[config.mk]
export PLATFORM = sky130hd
export DESIGN_NAME = useq_top
export DESIGN_NICKNAME = d
export VERILOG_FILES = /design/src/rtl/useq_pkg.sv /design/src/rtl/useq_ctrl.sv /design/src/rtl/useq_path.sv /design/src/rtl/useq_top.sv
export SDC_FILE = /design/constraint.sdc
export NUM_CORES = 1
export LEC_CHECK = 0
export BUFFER_PORTS_ARGS = -buffer_cell sky130_fd_sc_hd__buf_4
export CAP_MARGIN = 25
export CORE_MARGIN = 4
export CORE_UTILIZATION = 50
export CTS_CLUSTER_DIAMETER = 80
export DETAILED_ROUTE_END_ITERATION = 8
export PLACE_DENSITY_LB_ADDON = 0.05
export SLEW_MARGIN = 10
export SYNTH_ARGS = -nofsm -noshare
export SYNTH_HDL_FRONTEND = slang
export SYNTH_SLANG_ARGS = --single-unit
[constraint.sdc]
create_clock -name clk -period 2.7 [get_ports clk]
set_input_delay 0.135 -clock clk [delete_from_list [all_inputs] [get_ports clk]]
set_output_delay 0.135 -clock clk [all_outputs]
set_load 0.02 [all_outputs]
[src/rtl/useq_pkg.sv]
package useq_pkg;

  typedef enum logic [1:0] {
    BR_JUMP = 2'b00,
    BR_CALL = 2'b01,
    BR_RET  = 2'b10,
    BR_MAP  = 2'b11
  } brKind_e;

  typedef enum logic [1:0] {
    SEL_INC = 2'd0,
    SEL_TGT = 2'd1,
    SEL_MAP = 2'd2,
    SEL_POP = 2'd3
  } nextSel_e;

  typedef struct packed {
    nextSel_e sel;
    logic     push;
    logic     pop;
    logic     setOvf;
    logic     setUnf;
  } seqStrobe_t;

endpackage

[src/rtl/useq_ctrl.sv]
module useq_ctrl
  import useq_pkg::*;
#(
  parameter int FLAG_W = 3,
  parameter int COND_W = 2
) (
  input  logic [COND_W-1:0] condSel,
  input  logic [1:0]        brType,
  input  logic [FLAG_W-1:0] flags,
  input  logic              stackFull,
  input  logic              stackEmpty,
  output seqStrobe_t        strobe
);

  localparam int CAND_N = FLAG_W + 1;

  logic [CAND_N-1:0] condVec;
  logic              condTrue;
  brKind_e           kind;

  // index 0 is the constant used for unconditional transfers
  assign condVec[0] = 1'b1;
  genvar gi;
  generate
    for (gi = 0; gi < FLAG_W; gi++) begin : g_cond
      assign condVec[gi+1] = flags[gi];
    end
  endgenerate

  always_comb begin
    condTrue = 1'b0;
    for (int k = 0; k < CAND_N; k++) begin
      if (condSel == COND_W'(k)) condTrue = condVec[k];
    end
  end

  assign kind = brKind_e'(brType);

  always_comb begin
    strobe = '{sel: SEL_INC, push: 1'b0, pop: 1'b0, setOvf: 1'b0, setUnf: 1'b0};
    unique case (kind)
      BR_JUMP: begin
        if (condTrue) strobe.sel = SEL_TGT;
      end
      BR_CALL: begin
        if (condTrue) begin
          if (stackFull) begin
            strobe.setOvf = 1'b1;
          end else begin
            strobe.push = 1'b1;
            strobe.sel  = SEL_TGT;
          end
        end
      end
      BR_RET: begin
        if (stackEmpty) begin
          strobe.setUnf = 1'b1;
        end else begin
          strobe.pop = 1'b1;
          strobe.sel = SEL_POP;
        end
      end
      BR_MAP: begin
        strobe.sel = SEL_MAP;
      end
      default: ;
    endcase
  end

endmodule

[src/rtl/useq_path.sv]
module useq_path
  import useq_pkg::*;
#(
  parameter int ADDR_W = 7,
  parameter int OP_W   = 4,
  parameter int DEPTH  = 4
) (
  input  logic              clk,
  input  logic              rst,
  input  seqStrobe_t        strobe,
  input  logic [ADDR_W-1:0] brTarget,
  input  logic [OP_W-1:0]   opcode,
  output logic [ADDR_W-1:0] car,
  output logic              stackFull,
  output logic              stackEmpty,
  output logic              ovfFlag,
  output logic              unfFlag
);

  localparam int PTR_W     = $clog2(DEPTH);
  localparam int MAP_SHIFT = 2;

  logic [ADDR_W-1:0] carInc;
  logic [ADDR_W-1:0] mapAddr;
  logic [ADDR_W-1:0] carNext;
  logic [ADDR_W-1:0] stackMem [DEPTH];
  logic [PTR_W-1:0]  wrPtr;
  logic [PTR_W-1:0]  topIdx;
  logic              fullBit;

  assign carInc = car + ADDR_W'(1);
  assign topIdx = wrPtr - PTR_W'(1);

  always_comb begin
    mapAddr = '0;
    mapAddr[OP_W+MAP_SHIFT-1:MAP_SHIFT] = opcode;
  end

  always_comb begin
    unique case (strobe.sel)
      SEL_TGT: carNext = brTarget;
      SEL_MAP: carNext = mapAddr;
      SEL_POP: carNext = stackMem[topIdx];
      default: carNext = carInc;
    endcase
  end

  assign stackFull  = fullBit;
  assign stackEmpty = (wrPtr == '0) && !fullBit;

  always_ff @(posedge clk) begin
    if (rst) begin
      car     <= '0;
      wrPtr   <= '0;
      fullBit <= 1'b0;
      ovfFlag <= 1'b0;
      unfFlag <= 1'b0;
    end else begin
      car <= carNext;
      if (strobe.setOvf) ovfFlag <= 1'b1;
      if (strobe.setUnf) unfFlag <= 1'b1;
      if (strobe.push) begin
        wrPtr <= wrPtr + PTR_W'(1);
        if (wrPtr == PTR_W'(DEPTH - 1)) fullBit <= 1'b1;
      end else if (strobe.pop) begin
        wrPtr   <= topIdx;
        fullBit <= 1'b0;
      end
    end
  end

  genvar si;
  generate
    for (si = 0; si < DEPTH; si++) begin : g_slot
      always_ff @(posedge clk) begin
        if (rst) begin
          stackMem[si] <= '0;
        end else if (strobe.push && wrPtr == PTR_W'(si)) begin
          stackMem[si] <= carInc;
        end
      end
    end
  endgenerate

endmodule

[src/rtl/useq_top.sv]
module useq_top
  import useq_pkg::*;
#(
  parameter int ADDR_W = 7,
  parameter int OP_W   = 4,
  parameter int FLAG_W = 3,
  parameter int COND_W = 2,
  parameter int DEPTH  = 4
) (
  input  logic              clk,
  input  logic              rst,
  input  logic [COND_W-1:0] condSel,
  input  logic [1:0]        brType,
  input  logic [ADDR_W-1:0] brTarget,
  input  logic [FLAG_W-1:0] flags,
  input  logic [OP_W-1:0]   opcode,
  output logic [ADDR_W-1:0] car,
  output logic              stackOverflow,
  output logic              stackUnderflow
);

  seqStrobe_t strobe;
  logic       stackFull;
  logic       stackEmpty;

  useq_ctrl #(
    .FLAG_W(FLAG_W),
    .COND_W(COND_W)
  ) ctrl_i (
    .condSel   (condSel),
    .brType    (brType),
    .flags     (flags),
    .stackFull (stackFull),
    .stackEmpty(stackEmpty),
    .strobe    (strobe)
  );

  useq_path #(
    .ADDR_W(ADDR_W),
    .OP_W  (OP_W),
    .DEPTH (DEPTH)
  ) path_i (
    .clk       (clk),
    .rst       (rst),
    .strobe    (strobe),
    .brTarget  (brTarget),
    .opcode    (opcode),
    .car       (car),
    .stackFull (stackFull),
    .stackEmpty(stackEmpty),
    .ovfFlag   (stackOverflow),
    .unfFlag   (stackUnderflow)
  );

endmodule

# Yosys cells after proc, flatten, opt, wreduce, memory -nomap -nowiden
# Memory sizes are Yosys's and may differ from the RTL's.
# Cells that the tools add are included.
[word_totals]
reg_bits = 12
mem_bits_rw = 28
inputBits = 20
out_inout_bits = 9
n_memories = 1
[mem_list]
columns = ["name", "words", "word_bits", "read_ports", "rd_ports_with_merged_regs", "wr", "line_no", "rtl"]
rows = [
  ["path_i.stackMem", 4, 7, 1, 0, 4, "useq_path.sv:26", "logic [ADDR_W-1:0] stackMem [DEPTH];"],
]
[op_classes]
bitwise = 4
eq_ne = 13
reduce_logical = 11
n_addsub = 3
n_mux = 41
[ops]
columns = ["cell", "count"]
rows = [
  ["$mux 1", 30],
  ["$mux 7", 4],
  ["$pmux 7 s3", 1],
  ["$eq 2x2->1 const B", 8],
  ["$mux 2", 5],
  ["$eq 2x1->1 const B", 4],
  ["$pmux 2 s4", 1],
  ["$add 7x1->7 const B", 1],
  ["$logic_not 2->1", 3],
  ["$logic_and 1x1->1", 5],
  ["$or 1x1->1", 4],
  ["$add 2x1->2 const B", 1],
  ["$ne 2x2->1 const B", 1],
  ["$reduce_and 2->1", 1],
  ["$reduce_bool 2->1", 1],
  ["$sub 2x1->2 const B", 1],
  ["$logic_not 1->1", 1],
]

# Logic depth before layout (Yosys ltp)
[logic_depth]
depth_word = 12
ltp_mapped = 8
ltp_nobuf = 6

# Modules after synthesis
# Synthesis repeated with hierarchy kept, for this count alone.
[unflattened]
cells_unflattened = 174
area_unflattened_um2 = 2010.7
[by_module_without_submodules]
columns = ["mod", "area_each_um2", "seq_area_each_um2", "cells_each", "n_inst"]
rows = [
  ["useq_path", 1919.3, 1081.0, 163, 1],
  ["useq_ctrl", 91.3, 0.0, 11, 1],
]

# Worst setup path before layout
# Ideal clock, no wire load.
[synth_path]
path_kind = "reg-to-reg"
from = "register path_i.wrPtr[0]"
to = "register path_i.car[4]"
path_buffers = 2
setup_slack_ns = 0.840
synth_period_minus_slack_ns = 1.860
setup_time_ns = 0.137
t_arrival_ns = 1.723
stages_incl_launch_ff = 9
path_cell_list = "dfxtp_1 -> buf_4 -> inv_1 -> ha_1 -> buf_2 -> mux4_2 -> nor3b_1 -> o21ai_0 -> a311oi_1"
[synth_via]
elab_chain_cells = 6
elab_cells_between_ends = 10
classes_between = "add/sub (1); eq/ne (3); mux (3); reduce/logical (2); memory (1)"
[synth_rtl]
columns = ["element", "line_no", "rtl"]
rows = [
  ["from (decl)", "useq_path.sv:27", "logic [PTR_W-1:0] wrPtr;"],
  ["from (signal assigned)", "useq_path.sv:63", "wrPtr <= wrPtr + PTR_W'(1);"],
  ["from (signal assigned)", "useq_path.sv:66", "wrPtr <= topIdx;"],
  ["$logic_not 2->1", "useq_path.sv:49", "assign stackEmpty = (wrPtr == '0) && !fullBit;"],
  ["$logic_and 1x1->1", "useq_path.sv:49", ""],
  ["$mux 2", "useq_ctrl.sv:56", "if (stackEmpty) begin"],
  ["$pmux 2 s4", "useq_ctrl.sv:41", "unique case (kind)"],
  ["$eq 2x2->1 or $eq 2x1->1 (tied branches)", "useq_path.sv:40", "unique case (strobe.sel)"],
  ["$pmux 7 s3 *", "useq_path.sv:40", ""],
  ["to (signal assigned)", "useq_path.sv:59", "car <= carNext;"],
  ["to (decl)", "useq_path.sv:13", "output logic [ADDR_W-1:0] car,"],
]
# Mark *: on every way between the ends. The rest lies on a longest branch, timed or not.
# A chain may end at the register's enable or synchronous reset.

# Worst setup path after layout
[layout_path]
from = "register path_i.wrPtr[1]"
to = "register path_i.car[2]"
# The elaborated chain is that of the path after synthesis.

==> out/qor.txt <==
status: completed
Die Span X: 72.4 um
Worst Tran Pin Value: 0.622 ns
Max clock buf depth: 2
Yosys top cell by area: edfxtp_1
Final Hold Violating Endpoints: 0
DRC viols: 0
Die Area: 5240 um^2
first-pass GRT wire length: 7130 um
area of the core: 4000 um^2
nets: 228
Clk Latency, worst-skew pair: 0.29 ns
synthesized flop and latch total: 40
Layout Skew: 0.00895 ns
max_slew headroom: 58.4%
Vias: 1517
Avg Inst Size Synth: 11.9 um^2
post-layout min period: 2.00 ns
post-synth top area share: 40.6%
slowest stage cell on the critical path: o21ai_1
share of cells above drive strength 1: 27.5%
DR WL/cell: 17.5 um
remaining global-route overflow: 0
asr flop ratio synth: 0%
fin crit share: 74.0%
TritonCTS clock tree: built
Worst-path clk slew: 0.08 ns
sequential area share after synthesis: 52.2%
largest net degree at the start of global routing: 21
Final setup violation count: 0
Syn-to-layout area delta: 15.5%
clock root cell: clkbuf_8
Hold Path End: path_i.car[0]$_SDFF_PP0_
peak supply drop: 406 uV
pwr dens: 569 nW/um^2
Post CTS Setup Buffer Count: 0
EDFF count, synth: 28
post-DP HPWL: 3460 um
vias per cell: 5.97
TritonCTS buffer count: 5
final estimated routing congestion in global placement: 0.804
I/O Buffers: 28
P_leak: 0.000942 uW
Filler Cell Count: 342
post-cts resize count: 0
vias in the first global route: 1508
Max-cap violations: 0
# diodes: 0
Most used DFF post-synth: edfxtp_1
Startpoint Class: register
worst hold margin: 0.145 ns
multi-input logic area: 921 um^2
antenna violations before repair: 0
met1 Track Usage GR: 22.0%
RSZ-0062 raised after global routing: no
most used cell, CP: o21ai_1
hold buffers post-CTS: 0
Netlist cell types: 39
final max-slew violation count: 0
reg2reg setup slack: 0.70 ns
Mapped Nets: 199
Critical path origin: path_i.wrPtr[1]$_SDFFE_PP0N_
kind of critical path: register to register
final setup TNS: 0 ns
CP Data Required Time: 2.88 ns
Ports: 29
Worst Setup End Kind: register
Antenna Violating Nets Remaining: 0
worst hold start: brTarget[0]
Mapped Cells: 174
total number of yosys warnings: 0
starting density of the core: 51.8%
reg2reg path depth: 6
Worst Hold Class: primary input to register
initial DRC count: 77
storage element area: 1080 um^2
reg2reg start: path_i.wrPtr[1]$_SDFFE_PP0N_
Row Count: 23
critical path's largest stage delay: 0.44 ns
synth top area cells: edfxtp_1 (41%), dfxtp_1 (12%), mux4_2 (7.6%)
crit path cell chain: inv_1 > ha_1 > nand2b_1 > o21ai_1 > o21ai_1 > a311oi_1
htree depth: 2
f_max: 0.500 GHz
reg2reg end: path_i.car[2]$_SDFF_PP0_
met2 GRT Util: 29.6%
GRT Resource Usage Total: 17.7%
CTS Sinks: 40
GR peak layer: met2
arrival time worst endpoint: 2.18 ns
Routed WL: 4440 um
met3 Use GR: 5.96%
Syn Std Cell Area: 2070 um^2
die height: 72.4 um
WHS Path Cells: 3
worst-path fanout max: 7
detailed-router iteration count before antenna repair: 4
-- synth_stat cells (2+ instances only) --
cell type and count:
o21ai_1 2, a32oi_1 6, a21o_2 4, a2111oi_0 2, inv_1 5, nand2_1 6
nor2_1 36, dfxtp_1 12, nand2b_1 3, and2_1 2, a21oi_1 5, clkbuf_1 3
xor2_1 2, a311oi_1 5, nand3_1 5, nor3_1 4, edfxtp_1 28, nor3b_1 2
o211a_1 3, nand3b_4 3, ha_1 5, mux4_2 7, o21a_1 4, o21ai_0 2
buf_6 2, buf_2 2, a211o_2 2
-- worst max path at each step --
stage / endpoint / cells after the start
after floorplan: path_i.car[4]$_SDFF_PP0_ / 8
final: path_i.car[2]$_SDFF_PP0_ / 6
after detailed placement: path_i.car[2]$_SDFF_PP0_ / 6
after global routing: path_i.car[2]$_SDFF_PP0_ / 6
after global placement: path_i.car[5]$_SDFF_PP0_ / 6
after CTS: path_i.car[2]$_SDFF_PP0_ / 6
-- final cells by class --
class | count | area share, %
sequential | 40 | 45.2
multi-input combinational | 121 | 38.5
timing repair buffer | 30 | 9.41
clock buffer | 6 | 3.03
tap | 50 | 2.62
inverter | 5 | 0.785
clock inverter | 2 | 0.471
-- stage by stage --
stage / total power (uW) / area, um^2 / cells / util (%) / setup slack (ns)
after detailed placement: 998 / 2310 / 246 / 57.7 / 0.779
final: 1360 / 2390 / 254 / 59.8 / 0.702
after floorplan: 909 / 2070 / 174 / - / 0.840
after global routing: 1430 / 2390 / 254 / 59.8 / 0.568
after CTS: 1370 / 2390 / 254 / 59.8 / 0.771
after global placement: 990 / 2310 / 246 / 57.7 / 0.893
-- where the power goes --
group,switching [uW],total [uW],internal (uW)
Clock,197,376,179
Combinational,150,268,118
Sequential,25.1,717,692
-- flip-flops by register name (all words and copies together), names as in the netlist --
name / cells
path_i.stackMem: 28
path_i.car: 7
path_i.wrPtr: 2
path_i.ovfFlag: 1
path_i.stackFull: 1
path_i.unfFlag: 1
-- metal layers --
layer,wire length (um),up-vias,part of all wire (%)
li1,-,718,-
met2,2170,70,49
met1,1780,727,40
met4,22,0,0.50
met5,0,-,0
met3,472,2,11
-- layout by cell type, fill, tap and decap left out, types with 2 or more instances in the layout --
cell        n
dfxtp_1    12
nor2_1     36
a32oi_1     6
a21o_2      4
buf_4      30
ha_1        5
a2111oi_0   2
nand2_1     6
and2_1      2
o21ai_0     2
o211a_1     3
a21oi_1     5
mux4_2      7
nor3_1      4
a211o_2     2
nand3_1     5
o21ai_1     2
nand3b_4    3
nand2b_1    3
clkbuf_8    5
xor2_1      2
edfxtp_1   28
o21a_1      4
a311oi_1    5
inv_1       5
nor3b_1     2
-- cell families after synthesis --
family | after synthesis | share of synthesized area, %
and+or+nand+nor | 65 | 16.4
AOI/OAI and AO/OA | 40 | 15.7
DFF | 40 | 52.2
buffers and inverters | 13 | 3.38
muxes | 8 | 8.09
adders and majority gates | 5 | 3.02
xor gates and xnor gates | 3 | 1.27
-- worst max-delay path: cells and delay by family (launching register included) --
kind	cells	cell delay, ns
and+or+nand+nor	1	0.15
AOI/OAI and AO/OA	3	1.03
adders and majority gates	1	0.28
DFF	1	0.34
buffers and inverters	1	0.10
Note: power is estimated with default switching activity, not from simulation.
